`src/rtl/burst_pkg.sv`:
```
package burst_pkg;
   typedef enum logic {
      ORDER_LINEAR = 1'b0,
      ORDER_XOR    = 1'b1
   } burst_order_e;

   localparam int DEF_ADDR_W     = 8;
   localparam int DEF_BURST_BITS = 2;
endpackage

```
`src/rtl/burst_addr_hold.sv`:
```
module burst_addr_hold #(
   parameter int ADDR_W     = 8,
   parameter int BURST_BITS = 2
) (
   input  logic                     clk,
   input  logic                     rst_n,
   input  logic                     load,
   input  logic [ADDR_W-1:0]        addr_in,
   output logic [ADDR_W-1:0]        addr_base
);
   localparam int UP_W = ADDR_W - BURST_BITS;

   generate
      if (UP_W < 1) begin : g_bad_width
         $error("burst_addr_hold: ADDR_W must exceed BURST_BITS");
      end
   endgenerate

   always_ff @(posedge clk) begin
      if (!rst_n)
         addr_base <= '0;
      else if (load)
         addr_base <= addr_in;
   end

   AST_UPPER_HELD: assert property (@(posedge clk) disable iff (!rst_n)
      !load |=> $stable(addr_base[ADDR_W-1:BURST_BITS]));
endmodule

```
`src/rtl/burst_beat_ctr.sv`:
```
module burst_beat_ctr #(
   parameter int BURST_BITS = 2
) (
   input  logic                  clk,
   input  logic                  rst_n,
   input  logic                  load,
   input  logic                  step,
   output logic [BURST_BITS-1:0] beat
);
   generate
      if (BURST_BITS < 1 || BURST_BITS > 8) begin : g_bad_bits
         $error("burst_beat_ctr: BURST_BITS out of range");
      end
   endgenerate

   always_ff @(posedge clk) begin
      if (!rst_n)
         beat <= '0;
      else if (load)
         beat <= '0;
      else if (step)
         beat <= beat + 1'b1;
   end

   AST_BEAT_CLEAR: assert property (@(posedge clk) disable iff (!rst_n)
      load |=> (beat == '0));

   AST_BEAT_STEP: assert property (@(posedge clk) disable iff (!rst_n)
      (!load && step) |=> (beat == $past(beat) + 1'b1));

   AST_BEAT_HOLD: assert property (@(posedge clk) disable iff (!rst_n)
      (!load && !step) |=> $stable(beat));
endmodule

```
`src/rtl/burst_seq_map.sv`:
```
module burst_seq_map
   import burst_pkg::*;
#(
   parameter int BURST_BITS = 2
) (
   input  logic [BURST_BITS-1:0] seed,
   input  logic [BURST_BITS-1:0] beat,
   input  burst_order_e          order,
   output logic [BURST_BITS-1:0] low_addr
);
   logic [BURST_BITS-1:0] lin_addr;
   logic [BURST_BITS-1:0] xor_addr;

   genvar gi;
   generate
      for (gi = 0; gi < BURST_BITS; gi++) begin : g_xor_bit
         assign xor_addr[gi] = seed[gi] ^ beat[gi];
      end
   endgenerate

   assign lin_addr = seed + beat;

   always_comb begin
      case (order)
         ORDER_XOR: low_addr = xor_addr;
         default:   low_addr = lin_addr;
      endcase
   end
endmodule

```
`src/rtl/burst_addr_gen.sv`:
```
module burst_addr_gen
   import burst_pkg::*;
#(
   parameter int ADDR_W     = DEF_ADDR_W,
   parameter int BURST_BITS = DEF_BURST_BITS
) (
   input  logic                  clk,
   input  logic                  rst_n,
   input  logic                  start_cpu_n,
   input  logic                  start_cache_n,
   input  logic                  step_n,
   input  logic                  order_xor,
   input  logic [ADDR_W-1:0]     req_addr,
   output logic [ADDR_W-1:0]     mem_addr,
   output logic [BURST_BITS-1:0] beat_pos
);
   logic                  burst_load;
   logic                  burst_step;
   logic [ADDR_W-1:0]     addr_base;
   logic [BURST_BITS-1:0] low_addr;
   burst_order_e          order_sel;

   assign burst_load = !start_cpu_n || !start_cache_n;
   assign burst_step = !step_n;
   assign order_sel  = burst_order_e'(order_xor);

   burst_addr_hold #(.ADDR_W(ADDR_W), .BURST_BITS(BURST_BITS)) hold_i (
      .clk      (clk),
      .rst_n    (rst_n),
      .load     (burst_load),
      .addr_in  (req_addr),
      .addr_base(addr_base)
   );

   burst_beat_ctr #(.BURST_BITS(BURST_BITS)) ctr_i (
      .clk  (clk),
      .rst_n(rst_n),
      .load (burst_load),
      .step (burst_step),
      .beat (beat_pos)
   );

   burst_seq_map #(.BURST_BITS(BURST_BITS)) map_i (
      .seed    (addr_base[BURST_BITS-1:0]),
      .beat    (beat_pos),
      .order   (order_sel),
      .low_addr(low_addr)
   );

   assign mem_addr = {addr_base[ADDR_W-1:BURST_BITS], low_addr};

   AST_START_LOADS: assert property (@(posedge clk) disable iff (!rst_n)
      burst_load |=> (mem_addr == $past(req_addr) && beat_pos == '0));

   AST_CACHE_START: assert property (@(posedge clk) disable iff (!rst_n)
      (!start_cache_n && start_cpu_n) |=> (mem_addr == $past(req_addr)));

   AST_UPPER_STABLE: assert property (@(posedge clk) disable iff (!rst_n)
      !burst_load |=> $stable(mem_addr[ADDR_W-1:BURST_BITS]));
endmodule

```
`config.mk`:
```
export PLATFORM = sky130hd
export DESIGN_NAME = burst_addr_gen
export DESIGN_NICKNAME = d
export VERILOG_FILES = /design/src/rtl/burst_pkg.sv /design/src/rtl/burst_addr_hold.sv /design/src/rtl/burst_beat_ctr.sv /design/src/rtl/burst_seq_map.sv /design/src/rtl/burst_addr_gen.sv
export SDC_FILE = /design/constraint.sdc
export NUM_CORES = 1
export LEC_CHECK = 0
export ABC_AREA = 1
export BUFFER_PORTS_ARGS = -buffer_cell sky130_fd_sc_hd__buf_2
export CELL_PAD_IN_SITES_DETAIL_PLACEMENT = 0
export CELL_PAD_IN_SITES_GLOBAL_PLACEMENT = 1
export CORE_ASPECT_RATIO = 0.9
export CORE_UTILIZATION = 28
export CTS_BUF_LIST = sky130_fd_sc_hd__clkbuf_16
export DETAILED_ROUTE_END_ITERATION = 10
export PLACE_DENSITY = 0.84
export SETUP_SLACK_MARGIN = 0.02
export SLEW_MARGIN = 20
export SYNTH_ARGS = -nofsm -noshare
export SYNTH_HDL_FRONTEND = slang
export SYNTH_SLANG_ARGS = --single-unit
```
`constraint.sdc`:
```
create_clock -name clk -period 1.3 [get_ports clk]
set_input_delay 0.26 -clock clk [delete_from_list [all_inputs] [get_ports clk]]
set_output_delay 0.26 -clock clk [all_outputs]
set_load 0.02 [all_outputs]
```
==> results.md <==
* Outcome: finished, violations left
* Failing checks: negative setup slack
* R2R setup slack at roughly 380 ps
* Slew HR at between 80% and 90%
* Lkg Pwr at roughly 0.35 nW
* Critical path type: flop to primary output
* Nets at between 100 and 150
* Clock Sinks at 10
* N_diodes at 0
* Fraction of layout cells with a size suffix above 1 at 39.33%
* Synthesis-stage register bit count at 10
* MaxCap Viol Count at 0
* Core box area at 1529 um^2
* Worst Path Required at 1040 ps
* Adder-Cell Fraction of Synth Area at 2.604%
* Maximum VDD drop at ~0.78 mV
* Yosys Warn Count at 0
* Routed WL at around 970 um
* Clock buffer depth at 2
* Syn_area_per_cell at slightly above 7 um^2
* Period minus WS final at 1358 ps
* Mux cell area share after synthesis at 0%
* Most frequent cells after synthesis: nor2_1, dfxtp_1, nand2_1
* CTS clk-pin slew, worst paths at 40 ps
* Worst-path maximum fanout at 2
* Worst setup margin at -58.26 ps
* Final Power at about 1 mW
* DP Wirelength at 696.6 um
* Endpoints failing setup at 1
* Most common cell in the netlist: nor2_1
* Synth area leader: dfxtp_1
* Syn Nets at 82
* Top post-synthesis cells by area: dfxtp_1, nor2_1, buf_4, o21ai_1, nand2_1
* Initial Util at 31.42%
* Via density per instance at 4.063
* Cts bufs inserted at 3
* Total grt overflow at 0
* CP endpoint kind: primary output
* Design Area, Final at about 690 um^2
* Dpl cell area at 578.1 um^2
* GRT Util Overall at 12.54%
* Remaining DRCs at 0
* Post-synthesis cell type count at 13
* Die Ht at 41.30 um
* Cells after Synth at 67
* Post-synth top flop: dfxtp_1
* # IOs at 24
* Root buffer cell: clkbuf_16
* Initial antenna violation count at 0
* Slew Limit Fails at 0
* WL/cell at between 8 and 9 um
* Vias in the first global route at 406
* Starting DRT DRC Count at 6
* Number of cell rows at 13
* Achievable frequency at between 700 and 800 MHz
* RePlAce Congestion at 0.6916
* Largest family of logic cells by synthesized area: simple AND/OR/NAND/NOR gates
* Synthesized area at 480.5 um^2
* Period utilization at 104.5%
* Vias at ~450
* Post-synth ARST share at 0%
* PwrDens at about 1500 nW/um^2
* Worst-Skew Late Latency at approximately 230 ps
* WHS at 247.5 ps
* Port bufs at 23
* Util after Layout at 44.84%
* Hold Crit Class: input pin to flop
* TNS Setup at -58.26 ps
* Worst-Margin Slew at 163.4 ps
* Post-DRT Antenna Nets at 0
* Final hold viol count at 0
* DRT Pass-1 Iters at 2
* RSZ-0062 raised after global routing: yes
* Synth Area in Compound Gates at 9.375%
* Startpoint type of the worst setup path: flop
* CP arrival at 1100 ps
* Register area share after synthesis at 41.67%
* CTS H-tree depth at 1
* Clock Skew at 0.4617 ps
* Post-synthesis xor/xnor area fraction at 0%
* Top cell type's share of synthesized area at between 40% and 50%
* First-pass GRT wire length at 1593 um
* Largest net degree at the start of global routing at 10
* Post-synth EDFFs at 0
* CTS tree: built
* Area delta synth->final at 42.71%
* Simple-Gate Fraction of Synth Area at 29.69%
* Die Footprint at about 1900 um^2
* Die span in x at 45.67 um
[report_power, final]
| part | internal, mW | total, mW | switching (mW) |
|---|---|---|---|
| clock | 0.402 | 0.537 | 0.135 |
| sequential | 0.328 | 0.340 | 0.0122 |
| combinational | 0.0516 | 0.125 | 0.0731 |
| total | 0.782 | 1.00 | 0.220 |
[critical path, cell delays in order, from the launching register on]
cell and delay [ps]:
dfxtp_2 350, ha_4 140, inv_2 20, nor2_1 70, nand3_1 70, nand2_1 60
inv_1 40, buf_6 120
[layout by cell type, fill, tap and decap left out, types with 2 or more instances in the layout]
master and instances:
o21ai_0 2, dfxtp_1 8, dfxtp_2 2, inv_1 6
nor2_1 20, buf_2 22, o21ai_1 7, clkbuf_16 3
nand2_1 8, nand3_1 2
[cell type report]
class                   count  area (um^2)
inverters                   8        35.03
well taps                  22        27.53
clock buffers               3        75.07
repair buffers             24        128.9
clock inverters             1        3.754
flip-flops and latches     10        202.7
multi-input cells          43        212.7
fillers                   167        843.3
[state kept, by name (all words and copies together) (netlist names)]
name and flops:
ctr_i.beat 2, hold_i.addr_base 8
[stage by stage]
step                      worst slack [ps]  cells
after floorplan                      73.00     67
after global placement               124.7    106
after detailed placement             94.42    106
after CTS                           -64.11    111
after global routing                -124.3    111
final                               -58.26    111
[path summary, 6_finish.rpt]
kind / start / end / cells after the start
setup / recovery: ctr_i.beat[0] / mem_addr[1] / 7
hold / removal: req_addr[7] / hold_i.addr_base[7] / 3
setup reg to reg: ctr_i.beat[0] / ctr_i.beat[1] / 6
hold reg to reg: hold_i.addr_base[4] / hold_i.addr_base[4] / 2
[layer usage]
metal,global-route usage (%),vias up,wire length (um)
met4,6.818,0,0
li1,-,243,-
met5,0,-,0
met1,13.70,192,461
met2,22.14,16,443
met3,3.879,0,61
[cells by family (layout without fill, tap and decap cells)]
kind of cell,count (synthesis),after routing
AOI/OAI and AO/OA,9,9
buffers and inverters,14,36
and+or+nand+nor,33,33
DFF,10,10
adders and majority gates,1,1
[timing repair]
item,in CTS,in global routing
buffers inserted,1,0
setup endpoints to repair,1,1
gates resized for setup,7,0
hold buffers,0,0
(Power assumes the default switching activity.)
